**config.mk**
```make
export PLATFORM = sky130hd
export DESIGN_NAME = intr_vector_ctrl
export DESIGN_NICKNAME = d
export VERILOG_FILES = /design/src/rtl/ivc_pkg.sv /design/src/rtl/ivc_prio_arbiter.sv /design/src/rtl/ivc_shadow_bank.sv /design/src/rtl/intr_vector_ctrl.sv
export SDC_FILE = /design/constraint.sdc
export NUM_CORES = 1
export LEC_CHECK = 0
export CAP_MARGIN = 0
export CORE_AREA = 3 3 436 438
export CTS_CLUSTER_DIAMETER = 200
export CTS_CLUSTER_SIZE = 14
export DETAILED_ROUTE_END_ITERATION = 7
export DIE_AREA = 0 0 439 441
export DONT_BUFFER_PORTS = 1
export PLACE_DENSITY = 0.3
export SLEW_MARGIN = 20
export SYNTH_ARGS = -nofsm -noshare
export SYNTH_HDL_FRONTEND = slang
export SYNTH_SLANG_ARGS = --single-unit
```
**constraint.sdc**
```tcl
create_clock -name clk -period 2.6 [get_ports clk]
set_input_delay 0.52 -clock clk [delete_from_list [all_inputs] [get_ports clk]]
set_output_delay 0.52 -clock clk [all_outputs]
set_load 0.005 [all_outputs]
```
**src/rtl/ivc_pkg.sv**
```systemverilog
package ivc_pkg;

    typedef enum logic [1:0] {
        ST_RUN,
        ST_SVC,
        ST_NMI,
        ST_NMI_IN_SVC
    } ivc_state_e;

    localparam int unsigned SRC_RESET  = 0;
    localparam int unsigned SRC_NMI    = 1;
    localparam int unsigned SRC_SWI    = 2;
    localparam int unsigned SRC_UNDEF  = 3;
    localparam int unsigned FIRST_LINE = 4;
    localparam int unsigned GIE_BIT    = 0;

endpackage

```
**src/rtl/ivc_prio_arbiter.sv**
```systemverilog
module ivc_prio_arbiter #(
    parameter int unsigned N_SRC = 16,
    parameter int unsigned ID_W  = 4
) (
    input  logic [N_SRC-1:0] req_i,
    output logic             valid_o,
    output logic [ID_W-1:0]  id_o
);
    // Lowest-priority candidates are visited first so later hits override.
    always_comb begin
        valid_o = |req_i;
        id_o    = '0;
        for (int i = N_SRC - 1; i >= int'(ivc_pkg::FIRST_LINE); i--) begin
            if (req_i[i]) id_o = ID_W'(i);
        end
        if (req_i[ivc_pkg::SRC_SWI])   id_o = ID_W'(ivc_pkg::SRC_SWI);
        if (req_i[ivc_pkg::SRC_UNDEF]) id_o = ID_W'(ivc_pkg::SRC_UNDEF);
        if (req_i[ivc_pkg::SRC_NMI])   id_o = ID_W'(ivc_pkg::SRC_NMI);
        if (req_i[ivc_pkg::SRC_RESET]) id_o = ID_W'(ivc_pkg::SRC_RESET);
    end
endmodule

```
**src/rtl/ivc_shadow_bank.sv**
```systemverilog
module ivc_shadow_bank #(
    parameter int unsigned W = 32
) (
    input  logic         clk,
    input  logic         rst_n,
    input  logic         save_i,
    input  logic [W-1:0] d_i,
    output logic [W-1:0] q_o
);
    always_ff @(posedge clk or negedge rst_n) begin
        if (!rst_n)      q_o <= '0;
        else if (save_i) q_o <= d_i;
    end
endmodule

```
**src/rtl/intr_vector_ctrl.sv**
```systemverilog
module intr_vector_ctrl
    import ivc_pkg::*;
#(
    parameter int unsigned N_LINES = 12,
    parameter int unsigned DATA_W  = 32,
    parameter int unsigned PC_W    = 32,
    parameter int unsigned CSR_W   = 16,
    parameter int unsigned N_GPR   = 8,
    parameter int unsigned N_LOOP  = 2
) (
    input  logic                                   clk,
    input  logic                                   rst_n,
    input  logic                                   reset_req_i,
    input  logic                                   nmi_i,
    input  logic [N_LINES-1:0]                     irq_i,
    input  logic                                   swi_i,
    input  logic                                   undef_i,
    input  logic                                   nmi_en_i,
    input  logic [N_LINES-1:0]                     line_en_i,
    input  logic                                   csr_wr_i,
    input  logic [CSR_W-1:0]                       csr_wdata_i,
    input  logic [PC_W-1:0]                        pc_i,
    input  logic [N_GPR*DATA_W-1:0]                gpr_i,
    input  logic [3*N_LOOP*DATA_W-1:0]             loop_i,
    input  logic                                   rti_i,
    input  logic                                   nrti_i,
    output logic                                   ack_o,
    output logic [$clog2(FIRST_LINE+N_LINES)-1:0]  ack_id_o,
    output logic [PC_W-1:0]                        vec_o,
    output logic [PC_W-1:0]                        irp_o,
    output logic [PC_W-1:0]                        nrp_o,
    output logic [CSR_W-1:0]                       csr_o,
    output logic [CSR_W-1:0]                       scsr_o,
    output logic [CSR_W-1:0]                       nmi_csr_o,
    output logic                                   restore_o,
    output logic [N_GPR*DATA_W-1:0]                gpr_sh_o,
    output logic [3*N_LOOP*DATA_W-1:0]             loop_sh_o
);
    localparam int unsigned N_SRC  = FIRST_LINE + N_LINES;
    localparam int unsigned ID_W   = $clog2(N_SRC);
    localparam int unsigned GPR_W  = N_GPR * DATA_W;
    localparam int unsigned LOOP_W = 3 * N_LOOP * DATA_W;
    localparam int unsigned BANK_W = CSR_W + GPR_W + LOOP_W;

    ivc_state_e        state_q, state_d;
    logic [CSR_W-1:0]  csr_q;
    logic              swi_pend_q, undef_pend_q;
    logic [N_SRC-1:0]  req;
    logic              take;
    logic [ID_W-1:0]   take_id;
    logic              allow_ord, allow_nmi, gie;
    logic              take_rst, take_nmi, take_ord, do_rti, do_nrti;
    logic [BANK_W-1:0] bank_q;

    assign gie       = csr_q[GIE_BIT];
    assign allow_ord = (state_q == ST_RUN);
    assign allow_nmi = (state_q == ST_RUN) || (state_q == ST_SVC);

    // Request gating
    assign req[SRC_RESET] = reset_req_i;
    assign req[SRC_NMI]   = nmi_i & nmi_en_i & allow_nmi;
    assign req[SRC_SWI]   = (swi_i | swi_pend_q) & allow_ord;
    assign req[SRC_UNDEF] = (undef_i | undef_pend_q) & allow_ord;

    for (genvar k = 0; k < N_LINES; k++) begin : g_line
        assign req[FIRST_LINE + k] = irq_i[k] & line_en_i[k] & nmi_en_i & gie & allow_ord;
    end

    ivc_prio_arbiter #(.N_SRC(N_SRC), .ID_W(ID_W)) arb_i (
        .req_i   (req),
        .valid_o (take),
        .id_o    (take_id)
    );

    // Action decode and next state
    always_comb begin
        take_rst = take && (take_id == ID_W'(SRC_RESET));
        take_nmi = take && (take_id == ID_W'(SRC_NMI));
        take_ord = take && (take_id >= ID_W'(SRC_SWI));
        do_rti   = rti_i && (state_q == ST_SVC) && !take_rst && !take_nmi;
        do_nrti  = nrti_i && ((state_q == ST_NMI) || (state_q == ST_NMI_IN_SVC)) && !take_rst;
        state_d  = state_q;
        unique case (state_q)
            ST_RUN: begin
                if (take_nmi)      state_d = ST_NMI;
                else if (take_ord) state_d = ST_SVC;
            end
            ST_SVC: begin
                if (take_nmi)    state_d = ST_NMI_IN_SVC;
                else if (do_rti) state_d = ST_RUN;
            end
            ST_NMI: begin
                if (do_nrti) state_d = ST_RUN;
            end
            ST_NMI_IN_SVC: begin
                if (do_nrti) state_d = ST_SVC;
            end
            default: state_d = ST_RUN;
        endcase
        if (take_rst) state_d = ST_RUN;
    end

    // State register
    always_ff @(posedge clk or negedge rst_n) begin
        if (!rst_n) state_q <= ST_RUN;
        else        state_q <= state_d;
    end

    // Status word and pending decoder pulses
    always_ff @(posedge clk or negedge rst_n) begin
        if (!rst_n) begin
            csr_q        <= '0;
            swi_pend_q   <= 1'b0;
            undef_pend_q <= 1'b0;
        end else begin
            if (take_rst)      csr_q <= '0;
            else if (take_ord) csr_q <= csr_q & ~(CSR_W'(1) << GIE_BIT);
            else if (do_rti)   csr_q <= scsr_o;
            else if (do_nrti)  csr_q <= nmi_csr_o;
            else if (csr_wr_i) csr_q <= csr_wdata_i;

            if (take_rst || (take && take_id == ID_W'(SRC_SWI)))        swi_pend_q <= 1'b0;
            else if (swi_i)                                               swi_pend_q <= 1'b1;
            if (take_rst || (take && take_id == ID_W'(SRC_UNDEF)))      undef_pend_q <= 1'b0;
            else if (undef_i)                                             undef_pend_q <= 1'b1;
        end
    end

    // Outputs
    always_ff @(posedge clk or negedge rst_n) begin
        if (!rst_n) begin
            ack_o     <= 1'b0;
            ack_id_o  <= '0;
            vec_o     <= '0;
            irp_o     <= '0;
            nrp_o     <= '0;
            restore_o <= 1'b0;
        end else begin
            ack_o     <= take;
            restore_o <= do_rti;
            if (take) begin
                ack_id_o <= take_id;
                vec_o    <= PC_W'(take_id) << 2;
            end
            if (take_ord) irp_o <= pc_i;
            if (take_nmi) nrp_o <= pc_i;
        end
    end

    // Shadow storage: full bank for ordinary entry, status only for NMI entry
    ivc_shadow_bank #(.W(BANK_W)) bank_i (
        .clk    (clk),
        .rst_n  (rst_n),
        .save_i (take_ord),
        .d_i    ({csr_q, gpr_i, loop_i}),
        .q_o    (bank_q)
    );

    ivc_shadow_bank #(.W(CSR_W)) nmi_save_i (
        .clk    (clk),
        .rst_n  (rst_n),
        .save_i (take_nmi),
        .d_i    (csr_q),
        .q_o    (nmi_csr_o)
    );

    assign scsr_o    = bank_q[BANK_W-1 -: CSR_W];
    assign gpr_sh_o  = bank_q[LOOP_W +: GPR_W];
    assign loop_sh_o = bank_q[LOOP_W-1:0];
    assign csr_o     = csr_q;

endmodule

```
After elaboration in Yosys (flattened, before gate mapping)
Cells that the tools add are included.
W data, S select, Z words.
{"block": "totals", "regBits": 570, "latch_bits": 0, "ramBits": 0, "mem_bits_ro": 0, "word_cells": 136, "memories": 0}
{"block": "classes", "add_sub_neg": 0, "mul": 0, "n_div": 0, "order_cmp": 1, "eq_ne": 11, "shifts": 0, "n_mux": 33, "n_bitwise": 54, "n_reduce_logical": 25}
{"cell": "$mux W16", "n": 5}
{"cell": "$mux W4", "n": 16}
{"cell": "$and A1 B1 Y1", "n": 52}
{"cell": "$reduce_or A16 Y1", "n": 1}
{"cell": "$mux W2", "n": 7}
{"cell": "$logic_and A1 B1 Y1", "n": 10}
{"cell": "$eq A4 B2 Y1 const B", "n": 2}
{"cell": "$pmux W2 S4", "n": 1}
{"cell": "$ne A3 B3 Y1 const B", "n": 2}
{"cell": "$reduce_bool A5 Y1", "n": 1}
{"cell": "$eq A2 B2 Y1 const B", "n": 2}
{"cell": "$eq A4 B1 Y1 const B", "n": 1}
{"cell": "$ge A4 B2 Y1 const B", "n": 1}
{"cell": "$logic_not A4 Y1", "n": 1}
{"cell": "$logic_or A1 B1 Y1", "n": 4}
{"cell": "$mux W1", "n": 4}
{"cell": "$ne A4 B1 Y1 const B", "n": 1}
{"cell": "$ne A4 B3 Y1 const B", "n": 1}
{"cell": "$reduce_and A4 Y1", "n": 1}
{"cell": "$reduce_bool A2 Y1", "n": 2}
{"cell": "$reduce_bool A4 Y1", "n": 1}
{"cell": "$eq A2 B1 Y1 const B", "n": 1}
{"cell": "$logic_not A1 Y1", "n": 2}
{"cell": "$logic_not A2 Y1", "n": 1}
{"cell": "other kinds (3)", "n": 4}

Longest topological paths before layout
{"block": "logic_depth", "ltp_word": 29, "ltp_mapped": 9, "mapped_depth_nobuf": 5}

Cells and area by module
Synthesis repeated with hierarchy kept, for this count alone.
{"block": "hier_totals", "hier_cells": 1470, "hier_area_um2": 22604.2}
{"mod": "ivc_shadow_bank at bank_i", "n_inst": 1, "cells_per_inst": 980, "area_each_um2": 17415.5}
{"mod": "intr_vector_ctrl", "n_inst": 1, "cells_per_inst": 423, "area_each_um2": 4371.7}
{"mod": "ivc_shadow_bank at nmi_save_i", "n_inst": 1, "cells_per_inst": 34, "area_each_um2": 649.4}
{"mod": "ivc_prio_arbiter", "n_inst": 1, "cells_per_inst": 33, "area_each_um2": 167.7}

Worst setup path after synthesis
No wires, ideal clock.
{"block": "synth_timing", "kind": "input to register", "from": "input port irq_i[9]", "to": "register bank_i.q_o[100]", "setup_ns": 0.125, "arrival_ns": 2.147, "required_ns": 2.475, "setup_slack_ns": 0.328, "stages": 8, "n_path_buf": 3, "path_cell_list": "a22o_1 and2b_2 a311oi_2 or2_1 buf_6 buf_12 buf_12 mux2_4"}
{"block": "synth_via", "elab_chain_cells": 20, "word_cells_on_any_way": 21, "classes_between": "order compare: 1; mux: 14; bitwise: 4; reduce/logical: 2"}
{"element": "from (decl)", "line": "intr_vector_ctrl.sv:15", "source": "input logic [N_LINES-1:0] irq_i,"}
{"element": "$and A1 B1 Y1 * (4 in series)", "line": "intr_vector_ctrl.sv:66", "source": "assign req[FIRST_LINE + k] = irq_i[k] & line_en_i[k] & nmi_en_i & gie & allow_ord;"}
{"element": "$mux W4 (10 in series)", "line": "ivc_prio_arbiter.sv:14", "source": "if (req_i[i]) id_o = ID_W'(i);"}
{"element": "$mux W4", "line": "ivc_prio_arbiter.sv:16", "source": "if (req_i[ivc_pkg::SRC_SWI]) id_o = ID_W'(ivc_pkg::SRC_SWI);"}
{"element": "$mux W4", "line": "ivc_prio_arbiter.sv:17", "source": "if (req_i[ivc_pkg::SRC_UNDEF]) id_o = ID_W'(ivc_pkg::SRC_UNDEF);"}
{"element": "$mux W4", "line": "ivc_prio_arbiter.sv:18", "source": "if (req_i[ivc_pkg::SRC_NMI]) id_o = ID_W'(ivc_pkg::SRC_NMI);"}
{"element": "$mux W4", "line": "ivc_prio_arbiter.sv:19", "source": "if (req_i[ivc_pkg::SRC_RESET]) id_o = ID_W'(ivc_pkg::SRC_RESET);"}
{"element": "$ge A4 B2 Y1", "line": "intr_vector_ctrl.sv:79", "source": "take_ord = take && (take_id >= ID_W'(SRC_SWI));"}
{"element": "$logic_and A1 B1 Y1 *", "line": "intr_vector_ctrl.sv:79"}
{"element": "to (signal assigned)", "line": "ivc_shadow_bank.sv:12", "source": "else if (save_i) q_o <= d_i;"}
{"element": "to (decl)", "line": "ivc_shadow_bank.sv:8", "source": "output logic [W-1:0] q_o"}
Mark *: on every way between the ends. The rest lies on a longest branch, timed or not.
A chain may end at the register's enable or synchronous reset.

Worst setup path in the final report
{"block": "layout_timing", "from": "register state_q[1]", "to": "register bank_i.q_o[2]"}
{"block": "layout_via", "elab_chain_cells": 20, "word_cells_on_any_way": 37, "classes_between": "order compare: 1; eq/ne: 1; mux: 16; bitwise: 15; reduce/logical: 4"}
{"element": "from (decl)", "line": "intr_vector_ctrl.sv:45", "source": "ivc_state_e state_q, state_d;"}
{"element": "from (signal assigned)", "line": "intr_vector_ctrl.sv:106", "source": "else state_q <= state_d;"}
{"element": "$logic_not A2 Y1", "line": "intr_vector_ctrl.sv:56, intr_vector_ctrl.sv:57"}
{"element": "$and A1 B1 Y1", "line": "intr_vector_ctrl.sv:66"}
{"element": "$mux W4 (12 in series)", "line": "ivc_prio_arbiter.sv:14"}
{"element": "$mux W4", "line": "ivc_prio_arbiter.sv:16"}
{"element": "$mux W4", "line": "ivc_prio_arbiter.sv:17"}
{"element": "$mux W4", "line": "ivc_prio_arbiter.sv:18"}
{"element": "$mux W4", "line": "ivc_prio_arbiter.sv:19"}
{"element": "$ge A4 B2 Y1", "line": "intr_vector_ctrl.sv:79"}
{"element": "$logic_and A1 B1 Y1 *", "line": "intr_vector_ctrl.sv:79"}
Marked as above.

==> results_dict.tcl <==
set metrics [dict create \
    final_nets 2423 \
    drive_gt1_share_pct 36.89 \
    report.final.setup_viol 0 \
    hpwl_um 73560 \
    synth_edf_count 0 \
    total_power_w 0.02547 \
    utilization_pct 17.56 \
    ys_top_cells_by_area "dfrtp_1 60%, mux2_4 21%, mux2_2 11%" \
    slew_headroom_pct 38.55 \
    synth_flop_cell "dfrtp_1" \
    grt_pass1_vias 14970 \
    setup_tns_ns 0 \
    min_period_over_period_pct 94.49 \
    violations "hold timing" \
    cts_setup_buffers 0 \
    whs_ns -0.4068 \
    hold_path.class "in2async" \
    crit_path_end_kind "flip-flop" \
    grt_pass1_wl_um 125400 \
    clk_latency_ns 0.63 \
    synth_top_area_share_pct 59.99 \
    rows 159 \
    arrival_ns 2.97 \
    cts_tree "built" \
    async_flop_share_pct 100.0 \
    dieHeight_um 441 \
    grt.overflow.total 0 \
    wl_um 93720 \
    postPlaceCellArea_um2 26590 \
    syn_inst 1358 \
    p_leak_nw 13.75 \
    ant_nets 0 \
    yosysMostFrequentCell "dfrtp_1" \
    drc 0 \
    fin_crit_ns 2.457 \
    ys_types 46 \
    multi_input_area_um2 8478 \
    antenna_found_initial 18 \
    core-area_um2 187000 \
    wire_per_inst_um 21.29 \
    synth_seq_cells 570 \
    seqCellArea_um2 14260 \
    clk_pin_slew_worst_paths_ns 0.07 \
    grt_use_total_pct 9.017 \
    status "complete, but fails checks" \
    dr.pass1.iters 4 \
    clock.fmax_mhz 407.1 \
    numCtsBuffers 46 \
    rsz0062_at_grt "false" \
    yosysSeqAreaShare_pct 59.99 \
    htreeDepth 2 \
    globalplace.congestion 0.7898 \
    required_ns 3.12 \
    cp_max_fo 29 \
    cap_violations 0 \
    avgSynthCellArea_um2 17.51 \
    startpoint_type "flip-flop" \
    num_vias 13460 \
    drt-vias-per-instance 3.056 \
    worstSetupPathType "reg2reg" \
    fillers 20320 \
    dieWidth_um 439 \
    skew_ns 0.02373 \
    drv_slew 0 \
    ioPinCount 1128 \
    drtIter0Drc 533 \
    worst_slew_pin_slew_ns 0.9218 \
    clockBufferDepth 3 \
    netlist_area_um2 23780 \
    grt_max_degree 571 \
    hold_viol 86 \
    power_density_nw_per_um2 775.8 \
    clock-sinks 570 \
    final_area_um2 32830 \
    yosys.area.top_type "dfrtp_1" \
    peakVddDrop_uv 499.1 \
    areaGrowthSynthToFinish_pct 38.10 \
    yosysWarnings 0 \
    start_util_pct 12.71 \
    port_buffers 0 \
    dieArea_um2 193600 \
    synthTopCellsByCount "570 x dfrtp_1, 329 x mux2_4, 231 x mux2_2" \
    clock-root-buffer "clkbuf_16" \
]
[worst paths after layout]
| kind | startpoint | end | slack, ns | depth (start not counted) |
|---|---|---|---|---|
| min in group clk | swi_i | swi_pend_q | 0.10 | 2 |
| max in group asynchronous | rst_n | csr_o[7] | 0.86 | 3 |
| min | rst_n | bank_i.q_o[308] | -0.41 | 0 |
| max | state_q[1] | bank_i.q_o[2] | 0.14 | 8 |
| min reg2reg | bank_i.q_o[283] | bank_i.q_o[283] | 0.54 | 1 |
| max reg2reg | state_q[1] | bank_i.q_o[2] | 0.14 | 8 |
[what timing repair did]
| item | in CTS | in global routing |
|---|---|---|
| endpoints found under the hold margin | 1084 | 140 |
| setup endpoints to repair | 0 | 285 |
| gates resized for setup | 0 | 5 |
| hold buffers | 480 | 1 |
[layer usage]
layer / wire (um) / track usage (%) / vias to the layer above
met2: 48390 / 15.73 / 611
met1: 34650 / 10.03 / 6942
met4: 2421 / 3.063 / 4
met5: 26 / 0 / -
met3: 8228 / 3.384 / 101
li1: - / - / 5798
[layout make-up]
cell class              instances  share of cell area, %
clock buffers                  46                  3.506
diodes                         13                0.09908
inverters                       3                0.03430
flip-flops and latches        570                  43.44
well taps                    2495                  9.508
repair buffers                561                  17.39
multi-input cells             711                  25.82
clock inverters                 4                 0.1944
[power breakdown]
group	switching, W	internal [W]	leakage, nW
clock	0.00336	0.00324	0.597
combinational	0.00154	0.00335	6.39
sequential	0.00289	0.0111	6.76
total	0.00779	0.0177	13.8
[flip-flops by register name, summed over array words and instances (netlist names), 2 cells and up]
register,cells
state_q,2
bank_i.q_o,464
csr_o,16
vec_o,4
nrp_o,32
irp_o,32
nmi_save_i.q_o,16
[cell families (layout without fill, tap and decap cells)]
kind of cell	count (synthesis)	count (layout)	share of synthesized area, %
AOI/OAI and AO/OA	47	47	1.473
other	1	41	0.01577
muxes	576	576	32.39
and+or+nand+nor	60	60	1.237
buffers and inverters	104	614	4.889
DFF	570	570	59.99
[critical path, stage by stage (launching register included)]
cell and delay (ns):
dfrtp_1 0.42, buf_4 0.18, o21ai_1 0.13, buf_4 0.18, a311oi_4 0.28, or2_4 0.23
buf_16 0.20, buf_16 0.25, mux2_2 0.36
[metrics by stage]
step	setup WS (ns)	instances	hold slack [ns]
global placement	-0.01514	3854	0.2403
floorplan	0.3281	1385	0.2244
global route	0.04277	4401	-0.5048
CTS	0.1265	4384	-0.5048
detailed placement	-0.06700	3854	0.2428
finish	0.1433	4403	-0.4068
[cell usage in the layout (no fill, tap or decap), types with 3 or more instances in the layout]
| cell | instances |
|---|---|
| buf_4 | 61 |
| a21oi_1 | 7 |
| dlygate4sd3_1 | 481 |
| mux2i_1 | 16 |
| dfrtp_1 | 570 |
| nand2_1 | 14 |
| nor2_1 | 26 |
| a22o_1 | 3 |
| clkbuf_16 | 47 |
| diode_2 | 13 |
| mux2_4 | 329 |
| nand3_1 | 3 |
| buf_12 | 11 |
| conb_1 | 28 |
| buf_16 | 7 |
| mux2_2 | 231 |
| a211oi_1 | 18 |
| inv_1 | 3 |
(Power assumes the default switching activity.)
